[src/rtl/fdi_pkg.sv]
package fdi_pkg;
  typedef enum logic [2:0] {
    CLS_NONE  = 3'd0,
    CLS_GATE  = 3'd1,
    CLS_SRC   = 3'd2,
    CLS_BUF   = 3'd3,
    CLS_SOLID = 3'd4
  } fault_cls_e;

  localparam int unsigned QUARTERS = 4;

  // Number of low quarters per period for each class.
  function automatic logic [2:0] low_quarters(input fault_cls_e c);
    case (c)
      CLS_GATE:  return 3'd3;
      CLS_SRC:   return 3'd2;
      CLS_BUF:   return 3'd1;
      CLS_SOLID: return 3'd4;
      default:   return 3'd0;
    endcase
  endfunction
endpackage

[src/rtl/fdi_prio_enc.sv]
module fdi_prio_enc
  import fdi_pkg::*;
(
  input  logic       flt_gate,
  input  logic       flt_src,
  input  logic       flt_buf,
  input  logic       flt_mem,
  input  logic       flt_therm,
  output fault_cls_e cls
);
  always_comb begin
    if (flt_mem || flt_therm) cls = CLS_SOLID;
    else if (flt_buf)         cls = CLS_BUF;
    else if (flt_src)         cls = CLS_SRC;
    else if (flt_gate)        cls = CLS_GATE;
    else                      cls = CLS_NONE;
  end
endmodule

[src/rtl/fdi_timebase.sv]
module fdi_timebase #(
  parameter int unsigned QUARTER_TICKS = 250,
  localparam int unsigned CNT_W = (QUARTER_TICKS > 1) ? $clog2(QUARTER_TICKS) : 1
) (
  input  logic             clk,
  input  logic             rst_n,
  input  logic             tick_en,
  output logic [1:0]       slot,
  output logic [CNT_W-1:0] cnt,
  output logic             wrap
);
  localparam logic [CNT_W-1:0] CNT_LAST = CNT_W'(QUARTER_TICKS - 1);

  logic quarter_end;
  assign quarter_end = tick_en && (cnt == CNT_LAST);
  assign wrap        = quarter_end && (slot == 2'd3);

  always_ff @(posedge clk or negedge rst_n) begin
    if (!rst_n) begin
      cnt  <= '0;
      slot <= 2'd0;
    end else if (quarter_end) begin
      cnt  <= '0;
      slot <= slot + 2'd1;
    end else if (tick_en) begin
      cnt  <= cnt + CNT_W'(1);
    end
  end
endmodule

[src/rtl/fdi_wave.sv]
module fdi_wave
  import fdi_pkg::*;
(
  input  logic       clk,
  input  logic       rst_n,
  input  logic       wrap,
  input  fault_cls_e cls_in,
  input  logic [1:0] slot,
  output fault_cls_e cls_q,
  output logic       pin_n
);
  logic [QUARTERS-1:0] low_mask;

  always_ff @(posedge clk or negedge rst_n) begin
    if (!rst_n)    cls_q <= CLS_NONE;
    else if (wrap) cls_q <= cls_in;
  end

  // One mask bit per quarter: low while the quarter index is under the class's count.
  for (genvar q = 0; q < QUARTERS; q++) begin : g_q
    assign low_mask[q] = (3'(q) < low_quarters(cls_q));
  end

  assign pin_n = ~low_mask[slot];
endmodule

[src/rtl/fault_duty_ind.sv]
module fault_duty_ind
  import fdi_pkg::*;
#(
  parameter int unsigned QUARTER_TICKS = 250
) (
  input  logic clk,
  input  logic rst_n,
  input  logic tick_en,
  input  logic flt_gate,
  input  logic flt_src,
  input  logic flt_buf,
  input  logic flt_mem,
  input  logic flt_therm,
  output logic pin_n
);
  localparam int unsigned CNT_W = (QUARTER_TICKS > 1) ? $clog2(QUARTER_TICKS) : 1;

  fault_cls_e       cls_now;
  fault_cls_e       cls_q;
  logic [1:0]       slot;
  logic [CNT_W-1:0] cnt;
  logic             wrap;

  fdi_prio_enc u_enc (
    .flt_gate (flt_gate),
    .flt_src  (flt_src),
    .flt_buf  (flt_buf),
    .flt_mem  (flt_mem),
    .flt_therm(flt_therm),
    .cls      (cls_now)
  );

  fdi_timebase #(.QUARTER_TICKS(QUARTER_TICKS)) u_tb (
    .clk    (clk),
    .rst_n  (rst_n),
    .tick_en(tick_en),
    .slot   (slot),
    .cnt    (cnt),
    .wrap   (wrap)
  );

  fdi_wave u_wave (
    .clk   (clk),
    .rst_n (rst_n),
    .wrap  (wrap),
    .cls_in(cls_now),
    .slot  (slot),
    .cls_q (cls_q),
    .pin_n (pin_n)
  );
endmodule

[config.mk]
export PLATFORM = sky130hd
export DESIGN_NAME = fault_duty_ind
export DESIGN_NICKNAME = d
export VERILOG_FILES = /design/src/rtl/fdi_pkg.sv /design/src/rtl/fdi_prio_enc.sv /design/src/rtl/fdi_timebase.sv /design/src/rtl/fdi_wave.sv /design/src/rtl/fault_duty_ind.sv
export SDC_FILE = /design/constraint.sdc
export NUM_CORES = 1
export LEC_CHECK = 0
export ABC_CLOCK_PERIOD_IN_PS = 3440
export BUFFER_PORTS_ARGS = -buffer_cell sky130_fd_sc_hd__buf_2
export CORE_AREA = 2 2 39 41
export CTS_BUF_LIST = sky130_fd_sc_hd__clkbuf_16
export CTS_CLUSTER_SIZE = 24
export DETAILED_ROUTE_END_ITERATION = 8
export DIE_AREA = 0 0 41 43
export GPL_ROUTABILITY_DRIVEN = 0
export GPL_TIMING_DRIVEN = 0
export PLACE_DENSITY = 0.74
export RECOVER_POWER = 100
export SLEW_MARGIN = 25
export SYNTH_ARGS = -nofsm -noshare
export SYNTH_HDL_FRONTEND = slang
export SYNTH_SLANG_ARGS = --single-unit
export TNS_END_PERCENT = 50
[constraint.sdc]
create_clock -name clk -period 3.44 [get_ports clk]
set_input_delay 0.172 -clock clk [delete_from_list [all_inputs] [get_ports clk]]
set_output_delay 0.172 -clock clk [all_outputs]
set_load 0.1 [all_outputs]
* Word-level counts from Yosys, hierarchy flattened *
Index checks and enable logic that the tools add are counted.

storage, ports and cells
  register bits = 13
  input bits = 8
  word-level logic and storage cells = 30
  output and inout port bits = 1

cells by class
  equality and inequality tests = 6
  add/sub/neg operators = 2
  mux-type cells = 9
  bitwise operators = 1
  reductions and logical operators = 4
  $lt $le $gt $ge = 5

operators by type and width
  operator                                              count
  two-way mux 8 bit                                     2
  case mux 3 bit (4 select lines)                       1
  two-way mux 3 bit                                     3
  adder 8 x 1 -> 8 bit (second input constant)          1
  equality test 8 bit (second input constant)           1
  equality test 3 x 2 -> 1 bit (second input constant)  2
  < comparator 1 x 3 -> 1 bit (first input constant)    2
  < comparator 2 x 3 -> 1 bit (first input constant)    2
  equality test 3 x 1 -> 1 bit (second input constant)  1
  equality test 3 bit (second input constant)           1
  < comparator 2 x 3 -> 1 bit (second input constant)   1
  adder 2 x 1 -> 2 bit (second input constant)          1
  binary-select mux 1 bit (select 2 bit)                1
  equality test 2 bit (second input constant)           1
  logical AND 1 bit                                     2
  two-way mux 1 bit                                     2
  nonzero test 2 bit                                    1
  logical OR 1 bit                                      1
  inverter 1 bit                                        1

* Logic depth before layout (Yosys ltp) *
Gate-level depths: netlist (run 1).

  word-level depth = 6
  depth in mapped cells = 5
  mapped depth without buffers = 5

* Hierarchy *
From an unflattened synthesis (run 1), not the netlist that was laid out.

second synthesis, totals
  cells, all modules = 69
  area, all modules = 753.2 um^2

modules (own cells, without submodules)
  module        seq. area each (um^2)  area an instance (um^2)  cells an instance  instances
  fdi_timebase  250.2                  568.0                    52                 1
  fdi_wave      75.1                   147.6                    11                 1
  fdi_prio_enc  0.0                    37.5                     6                  1

* Least setup slack after synthesis (run 1) *
OpenSTA, ideal clock, no wires.

  path kind = flip-flop to output port
  start point = register u_tb.slot[0]
  end point = output port pin_n
  path buffers = 0
  stages on the path, launching flop included = 4
  data arrival time = 1.946 ns
  path slack = 1.322 ns
  data required time = 3.268 ns
  cells stage by stage = dfrtp_1 -> and3_1 -> o32ai_1 -> o21ai_1

between the ends
  cells in the longest elaborated chain, start to end = 3

ends and longest elaborated chain
  what                                     RTL line              source
  from (decl)                              fdi_timebase.sv:8     output logic [1:0] slot,
  from (signal assigned)                   fdi_timebase.sv:24    slot <= slot + 2'd1;
  binary-select mux 1 bit (select 2 bit)   fdi_wave.sv:24        assign pin_n = ~low_mask[slot];
  two-way mux 1 bit (implied by the code)  fdi_wave.sv:24
  inverter 1 bit                           fdi_wave.sv:24
  to (decl)                                fault_duty_ind.sv:14  output logic pin_n

No other way between the ends. The select of a mux whose other input is x is not followed.

* Worst setup path after layout (run 1) *
Ends and elaborated chain as after synthesis.

==> results of run 1 <==
-- metrics by stage --
step / setup WS [ns] / util, % / hold WS, ns / power [uW] / instance area [sq um]
detailed placement: 1.89 / 55.4 / 0.0793 / 419 / 767
global route: 1.27 / 60.8 / 0.204 / 680 / 841
floorplan: 1.32 / - / -0.124 / 377 / 712
finish: 1.39 / 60.8 / 0.188 / 627 / 841
CTS: 1.81 / 61.9 / 0.192 / 641 / 857
global placement: 1.93 / 55.4 / 0.0752 / 409 / 767
-- metal layers --
| layer | GRT usage (%) | wire length [um] | up-vias | part of all wire, % |
|---|---|---|---|---|
| li1 | - | - | 274 | - |
| met1 | 26.8 | 585 | 255 | 45 |
| met2 | 26.3 | 639 | 7 | 49 |
| met3 | 6.28 | 45 | 3 | 3.5 |
| met4 | 8.00 | 22 | 0 | 1.7 |
| met5 | 0 | 0 | - | 0 |
-- Yosys cell counts (2+ instances only) --
cell type	number	area share, %
nand2_1	2	1.1
nand3_1	3	2.1
nor2_1	5	2.6
a21oi_1	4	2.8
o21ai_0	4	2.8
or3_1	3	2.6
o21ai_1	3	2.1
ha_1	3	5.3
mux2i_1	2	2.8
xor2_1	4	4.9
nand2b_1	2	1.8
nand4_2	2	3.5
dfrtp_1	13	46
a31oi_1	2	1.8
inv_1	5	2.6
-- cell families (layout without fill, tap and decap cells) --
group / after synthesis / in the layout / synth area share [%]
buffers and inverters: 6 / 18 / 3.69
and+or+nand+nor: 24 / 24 / 22.8
muxes: 4 / 4 / 5.98
xor gates and xnor gates: 4 / 4 / 4.92
AOI/OAI and AO/OA: 15 / 15 / 11.6
DFF: 13 / 13 / 45.7
adders and majority gates: 3 / 3 / 5.27
-- worst max path at each step --
| stage | cells past startpoint | start | end | slack (ns) |
|---|---|---|---|---|
| 5_1_grt | 4 | u_tb.slot[0] | pin_n | 1.27 |
| 2_1_floorplan | 3 | u_tb.slot[0] | pin_n | 1.32 |
| 3_3_place_gp | 5 | u_tb.cnt[1] | u_tb.slot[1] | 1.93 |
| 3_5_place_dp | 5 | u_tb.cnt[1] | u_tb.slot[1] | 1.89 |
| 4_1_cts | 4 | u_tb.slot[0] | pin_n | 1.81 |
| 6_report | 4 | u_tb.slot[0] | pin_n | 1.39 |
-- registers in the layout, indices dropped and copies added, names as in the netlist --
signal / cells
u_tb.cnt: 8
u_wave.cls_q: 3
u_tb.slot: 2
-- cell type report --
class / instances / area, sq um / area share (%)
multi-input combinational: 50 / 347 / 41.2
sequential: 13 / 325 / 38.7
clock buffer: 3 / 75.1 / 8.93
timing repair buffer: 8 / 42.5 / 5.06
tap: 16 / 20.0 / 2.38
inverter: 5 / 18.8 / 2.23
buffer: 1 / 7.51 / 0.893
clock inverter: 1 / 5.00 / 0.595
-- what timing repair did --
action | CTS | global route
resized for setup | 0 | 0
hold buffers | 1 | 0
hold endpoints to repair | 13 | 0
setup endpoints to repair | 0 | 0
-- power groups by stage --
stage / Clock (uW) / Combinational (uW) / Sequential, uW
final: 219 / 146 / 263
after global routing: 236 / 172 / 273
after CTS: 222 / 156 / 263
after detailed placement: 0 / 156 / 263
after global placement: 0 / 147 / 263
after floorplan: 0 / 127 / 250
==> metrics, run 1 <==
status completed; Worst VDD drop 0.000421 V; Max Cap Viol 0; die width 41 um; fin crit period 2.05 ns; vias in the first global route 496; layout cells sized above 1 17.3%; Longest Clk Path Bufs 2; Hold Crit Start tick_en; H-tree depth 1; Post-Route WL 1290 um; reg2reg path depth 5; initial antenna violation count 0; Critical R2R Launch u_tb.cnt[1]; synthesized cell area 712 sq um; Required @ worst endpoint 3.27 ns; All-Layer GR Usage 19.1%; Crit path max-delay family buffers and inverters; WS Path Type flop to primary output; GRT Residual Overflow 0; CTS tree yes; worst path cell trace and3_1 > o32ai_1 > o21ai_1 > clkbuf_1; NetSw 209 uW; most common cell after layout, fill and taps aside dfrtp_1; # IOs 9; Mapped Nets 80; DRT antenna net count 0; Post-CTS Setup Bufs 0; Pint 418 uW; crit-path max cell delay 0.87 ns; DRC 0; Starting Density 51.4%; Rows 14; crit end category primary output; cells after synthesis 69; Syn-to-layout area delta 18.1%; first-pass GRT wire length 2190 um; Main synth FF type dfrtp_1; drt wl/cell 13.3 um; power share of the sequential group 41.9%; Num Clock Sinks 13; Hold Vio Cnt, Final 0; setup TNS 0 ns; switching share of power 33.3%; CP startpoint kind flop; Post-Route Skew 0.00211 ns; RSZ-0062 raised after global routing no; post-route insts no fill 97; Seq/Total Area, Yosys 45.7%; clock group share of total power 34.9%; clk root buf clkbuf_16; fillcell total 105; via count 539; #FFs+latches synth 13; Final Cycle Share 59.5%; insertion delay to the later sink of the worst-skew pair 0.24 ns; highest-count cells in the layout ignoring fill and taps 13 x dfrtp_1, 6 x nor2_1, 5 x inv_1, 5 x o21ai_0, 5 x buf_2; synth warn 0; Post-Place Cells 92; die area 0.00176 sq mm; worst slew pin tran 1.16 ns; slew margin rel. 23.2%; Initial DRT Pass Iterations 4; worst r2r dst u_tb.slot[1]; worst min-delay path endpoint u_tb.cnt[1]; Worst EP arrival 1.87 ns; Comb pwr share 23.3%; WHS Path Cells 2; Detail Placement HPWL 927 um; Post-synth EDFFs 0; pwr dens 746 mW/mm^2; setup slack, reg-to-reg 1.63 ns; NumNets Final 93; max-slew violation count 0; Hold Path Class primary input to flop; DR vias/cell 5.56; DR iter-0 viols 7; largest net degree at the start of global routing 14; critical path's slowest cell clkbuf_1; clock slew at reported path FFs 0.05 ns; final setup vio count 0; die height 43 um; Yosys cell types 27; area of the core 0.00138 sq mm; Leak 0.000404 uW; # port buffers 7; CP max FO 4; Crit path buffers/inverters 1; Synth Area per Inst 10.3 sq um; fmax 0.489 GHz; Post-synth ARST share 100%; TritonCTS Buffers 3; n_diodes 0
(Power assumes the default switching activity.)
==> run 2, diff against run 1 <==
- ABC_CLOCK_PERIOD_IN_PS: 3440 -> 1800
- CORE_AREA: 2 2 39 41 -> default
- CORE_MARGIN: default -> 1.5
- CORE_UTILIZATION: default -> 48
- DIE_AREA: 0 0 41 43 -> default
- PLACE_DENSITY: 0.74 -> 0.71
- clock period: 3.44 -> 1.8 ns (I/O delays scaled with it)
==> run 2 against run 1 <==
Sequential power up 90%; global-route usage down 2.1 points; wire length down 4.9%; hold slack worse by 0.074 ns; via count up 0.93%; design area up 1.2%; worst setup slack worse by 1.2 ns; flip-flop and latch count unchanged; register-to-register slack worse by 1.4 ns; total power up 89%; die area down 2.3%; final cell count down 1.0%; highest routed layer unchanged.
==> metrics, run 2 (synthesis results as in run 1) <==
Leak 0.000410 uW; Detail Placement HPWL 922 um; worst slew pin tran 0.726 ns; H-tree depth 1; post-route insts no fill 96; slew margin rel. 51.6%; # port buffers 7; # IOs 9; area of the core 0.00133 sq mm; initial antenna violation count 0; CTS tree yes; most flop-heavy register u_tb.cnt; Max Cap Viol 0; Worst EP arrival 1.55 ns; layout cells sized above 1 19.8%; Initial DRT Pass Iterations 4; vias in the first global route 507; drt wl/cell 12.8 um; Syn-to-layout area delta 19.5%; largest net degree at the start of global routing 14; insertion delay to the later sink of the worst-skew pair 0.23 ns; crit-path max cell delay 0.41 ns; fmax 0.611 GHz; DR iter-0 viols 3; post-CTS sizing 0; WS Path Type flop to primary output; DRT antenna net count 0; CP startpoint kind flop; DR vias/cell 5.67; Starting Density 53.4%; Crit path buffers/inverters 1; Crit path max-delay family flip-flops; fin crit period 1.64 ns; Worst VDD drop 0.000740 V; CP max FO 4; max reg flops 8; Hold Vio Cnt, Final 0; via count 544; Hold Path Class primary input to flop; final setup vio count 0; status completed; die height 41.5 um; critical path's slowest cell dfrtp_1; Design Power 1190 uW; clk root buf clkbuf_16; GRT Residual Overflow 0; most common cell after layout, fill and taps aside dfrtp_1; worst path cell trace and3_1 > o32ai_1 > o21ai_2 > clkbuf_2; met1 Use GR 23.1%; Longest Clk Path Bufs 2; n_diodes 0; die area 0.00172 sq mm; DRC 0; GRT busiest layer met2; Largest regs u_tb.cnt: 8 flops, u_wave.cls_q: 3 flops, u_tb.slot: 2 flops; Post-Route Skew 0.000987 ns; All-Layer GR Usage 17.0%; max-slew violation count 0; M2 GR Usage 25.6%; Num Clock Sinks 13; highest-count cells in the layout ignoring fill and taps 13 x dfrtp_1, 6 x inv_1, 5 x nor2_1, 5 x o21ai_0, 5 x buf_2; TritonCTS Buffers 3; crit end category primary output; clock slew at reported path FFs 0.04 ns; setup TNS 0 ns; pwr dens 1400 mW/mm^2; GRT met3 Usage 3.91%; NumNets Final 93; Required @ worst endpoint 1.71 ns; Post-Place Cells 91; Rows 13; Post-Route WL 1230 um; Final Cycle Share 91.0%; die width 41.5 um; first-pass GRT wire length 2190 um; RSZ-0062 raised after global routing no
[run 2: metal layers]
metal	up-vias	wire, um	share of wire (%)
met2	9	571	46
met1	251	609	50
met4	0	12	0.98
met3	2	37	3.0
li1	282	-	-
met5	-	0	0
[run 2: final timing paths]
path                       cells after the start      endpoint  slack, ns    startpoint
max                                            4         pin_n       0.16  u_tb.slot[0]
min                                            2   u_tb.cnt[1]       0.11       tick_en
max reg2reg                                    5  u_tb.slot[1]       0.24   u_tb.cnt[1]
min reg2reg                                    1  u_tb.slot[0]       0.52  u_tb.slot[0]
max in group asynchronous                      2   u_tb.cnt[6]       0.92         rst_n
min in group asynchronous                      2   u_tb.cnt[0]       0.42         rst_n
[run 2: layout make-up]
class	instances	area, sq um
timing repair buffer	8	43.8
clock inverter	1	3.75
multi-input combinational	50	358
tap	15	18.8
fill	110	483
clock buffer	3	75.1
sequential	13	325
buffer	1	7.51
inverter	5	18.8
[run 2: stage by stage]
step	util, %	hold WS [ns]	worst slack, ns	area [sq um]
detailed placement	57.7	-0.00464	0.275	769
global placement	57.7	-0.00916	0.285	769
finish	63.8	0.114	0.162	851
floorplan	-	-0.206	0.288	716
global route	63.8	0.123	0.0952	851
CTS	64.4	0.114	0.231	858
[run 2: what timing repair did]
| action | in CTS | in global routing |
|---|---|---|
| hold buffers | 1 | 0 |
| buffers inserted | 0 | 0 |
| endpoints found under the hold margin | 13 | 0 |
[run 2: power by group]
part           switching, uW  leakage [uW]  internal [uW]  total [uW]
sequential               120      0.000151            381         501
combinational            160      0.000217            126         287
clock                    109     0.0000423            292         401
==> run 3, diff against run 2 <==
- CORE_UTILIZATION: 48 -> 52
- CTS_BUF_LIST: sky130_fd_sc_hd__clkbuf_16 -> sky130_fd_sc_hd__clkbuf_4
- PLACE_DENSITY: 0.71 -> 0.76
==> run 3 against run 2 <==
Combinational power decreased by 1%; utilization decreased by 1.6 points; clock power decreased by 54%; first-iteration DRC count increased by 100%; die area decreased by 7.1%; worst setup slack improved by 0.021 ns; largest cell class unchanged.
==> metrics, run 3 (synthesis results as in run 1) <==
status completed; post-CTS sizing 0; NumNets Final 93; most flop-heavy register u_tb.cnt; slew margin rel. 52.4%; Hold Path Class primary input to flop; Worst EP arrival 1.53 ns; max reg flops 8; clk root buf clkbuf_4; Final Cycle Share 89.8%; DR iter-0 viols 6; Longest Clk Path Bufs 2; Post-CTS Hold Buffers 1; All-Layer GR Usage 17.6%; highest-count cells in the layout ignoring fill and taps 13 x dfrtp_1, 6 x buf_2, 5 x inv_1, 5 x nor2_1, 5 x o21ai_0; first-pass GRT wire length 1800 um; WS Path Type flop to primary output; initial antenna violation count 0; most common cell after layout, fill and taps aside dfrtp_1; worst slew pin tran 0.714 ns; die width 40 um; largest net degree at the start of global routing 14; # IOs 9; CP startpoint kind flop; Largest regs u_tb.cnt: 8 flops, u_wave.cls_q: 3 flops, u_tb.slot: 2 flops; Num Clock Sinks 13; H-tree depth 1; CTS tree yes; CP max FO 4; insertion delay to the later sink of the worst-skew pair 0.28 ns; GRT Residual Overflow 0; fin crit period 1.62 ns; DR vias/cell 5.68; Detail Placement HPWL 926 um; hold_ws 0.0614 ns; area of the core 0.00128 sq mm; Hold Vio Cnt, Final 0; clock slew at reported path FFs 0.09 ns; fmax 0.618 GHz; Leak 0.000386 uW; Initial DRT Pass Iterations 4; TritonCTS Buffers 3; die height 40 um; Starting Density 55.4%; RSZ-0062 raised after global routing no; # port buffers 7; Syn-to-layout area delta 12.3%; layout cells sized above 1 21.0%; crit end category primary output; drt wl/cell 12.9 um; pwr dens 1210 mW/mm^2; die area 0.00160 sq mm; final setup vio count 0; Post-Route WL 1240 um; n_diodes 0; Max Cap Viol 0; setup TNS 0 ns; Post-Route Skew 0.00771 ns; via count 545; DRC 0; Core Util, Final 62.2%; Post-CTS Setup Bufs 0; max-slew violation count 0; DRT antenna net count 0; vias in the first global route 444; Worst VDD drop 0.000572 V; Required @ worst endpoint 1.71 ns; Rows 13
[run 3: cell count changes in the layout (fill, tap and decap cells not counted), sizes merged]
cell    previous run  this run
buf                6         7
clkinv             0         1
clkbuf             5         4
inv                6         5
[run 3: worst paths after layout]
| path | from | endpoint | slack [ns] | cells after the start |
|---|---|---|---|---|
| setup reg to reg | u_tb.cnt[1] | u_tb.slot[1] | 0.21 | 5 |
| max in group asynchronous | rst_n | u_tb.cnt[1] | 0.98 | 2 |
| hold / removal | tick_en | u_tb.cnt[1] | 0.06 | 2 |
| setup / recovery | u_tb.slot[0] | pin_n | 0.18 | 4 |
| hold reg to reg | u_tb.slot[0] | u_tb.slot[0] | 0.52 | 1 |
| min in group asynchronous | rst_n | u_tb.cnt[7] | 0.36 | 2 |
[run 3: layout make-up]
class | instances | area, sq um
Buffer | 1 | 7.51
Clock buffer | 3 | 22.5
Clock inverter | 1 | 5.00
Fill cell | 118 | 485
Inverter | 5 | 18.8
Multi-Input combinational cell | 50 | 358
Sequential cell | 13 | 325
Tap cell | 15 | 18.8
Timing Repair Buffer | 8 | 43.8
[run 3: per-layer routing]
layer / wire, um / global-route usage, % / vias to the layer above
li1: - / - / 275
met1: 613 / 21.1 / 263
met2: 577 / 29.0 / 5
met3: 25 / 3.33 / 2
met4: 25 / 10.3 / 0
met5: 0 / 0 / -
[run 3: power by group]
group	internal, uW	switching (uW)
logic	125	158
clock network	82.5	102
registers	379	120
[run 3: per-stage QoR]
step / instance area (sq um) / power [uW] / worst slack [ns] / instances
finish: 800 / 967 / 0.183 / 96
global route: 800 / 1030 / 0.100 / 96
CTS: 807 / 985 / 0.160 / 96
detailed placement: 769 / 798 / 0.260 / 91
global placement: 769 / 785 / 0.292 / 91
floorplan: 716 / 723 / 0.288 / 69
[run 3: worst max-delay path, cell delays in order, from the launching register on]
cell and delay [ns]:
dfrtp_1 0.42, and3_1 0.19, o32ai_1 0.26, o21ai_2 0.07, buf_2 0.29
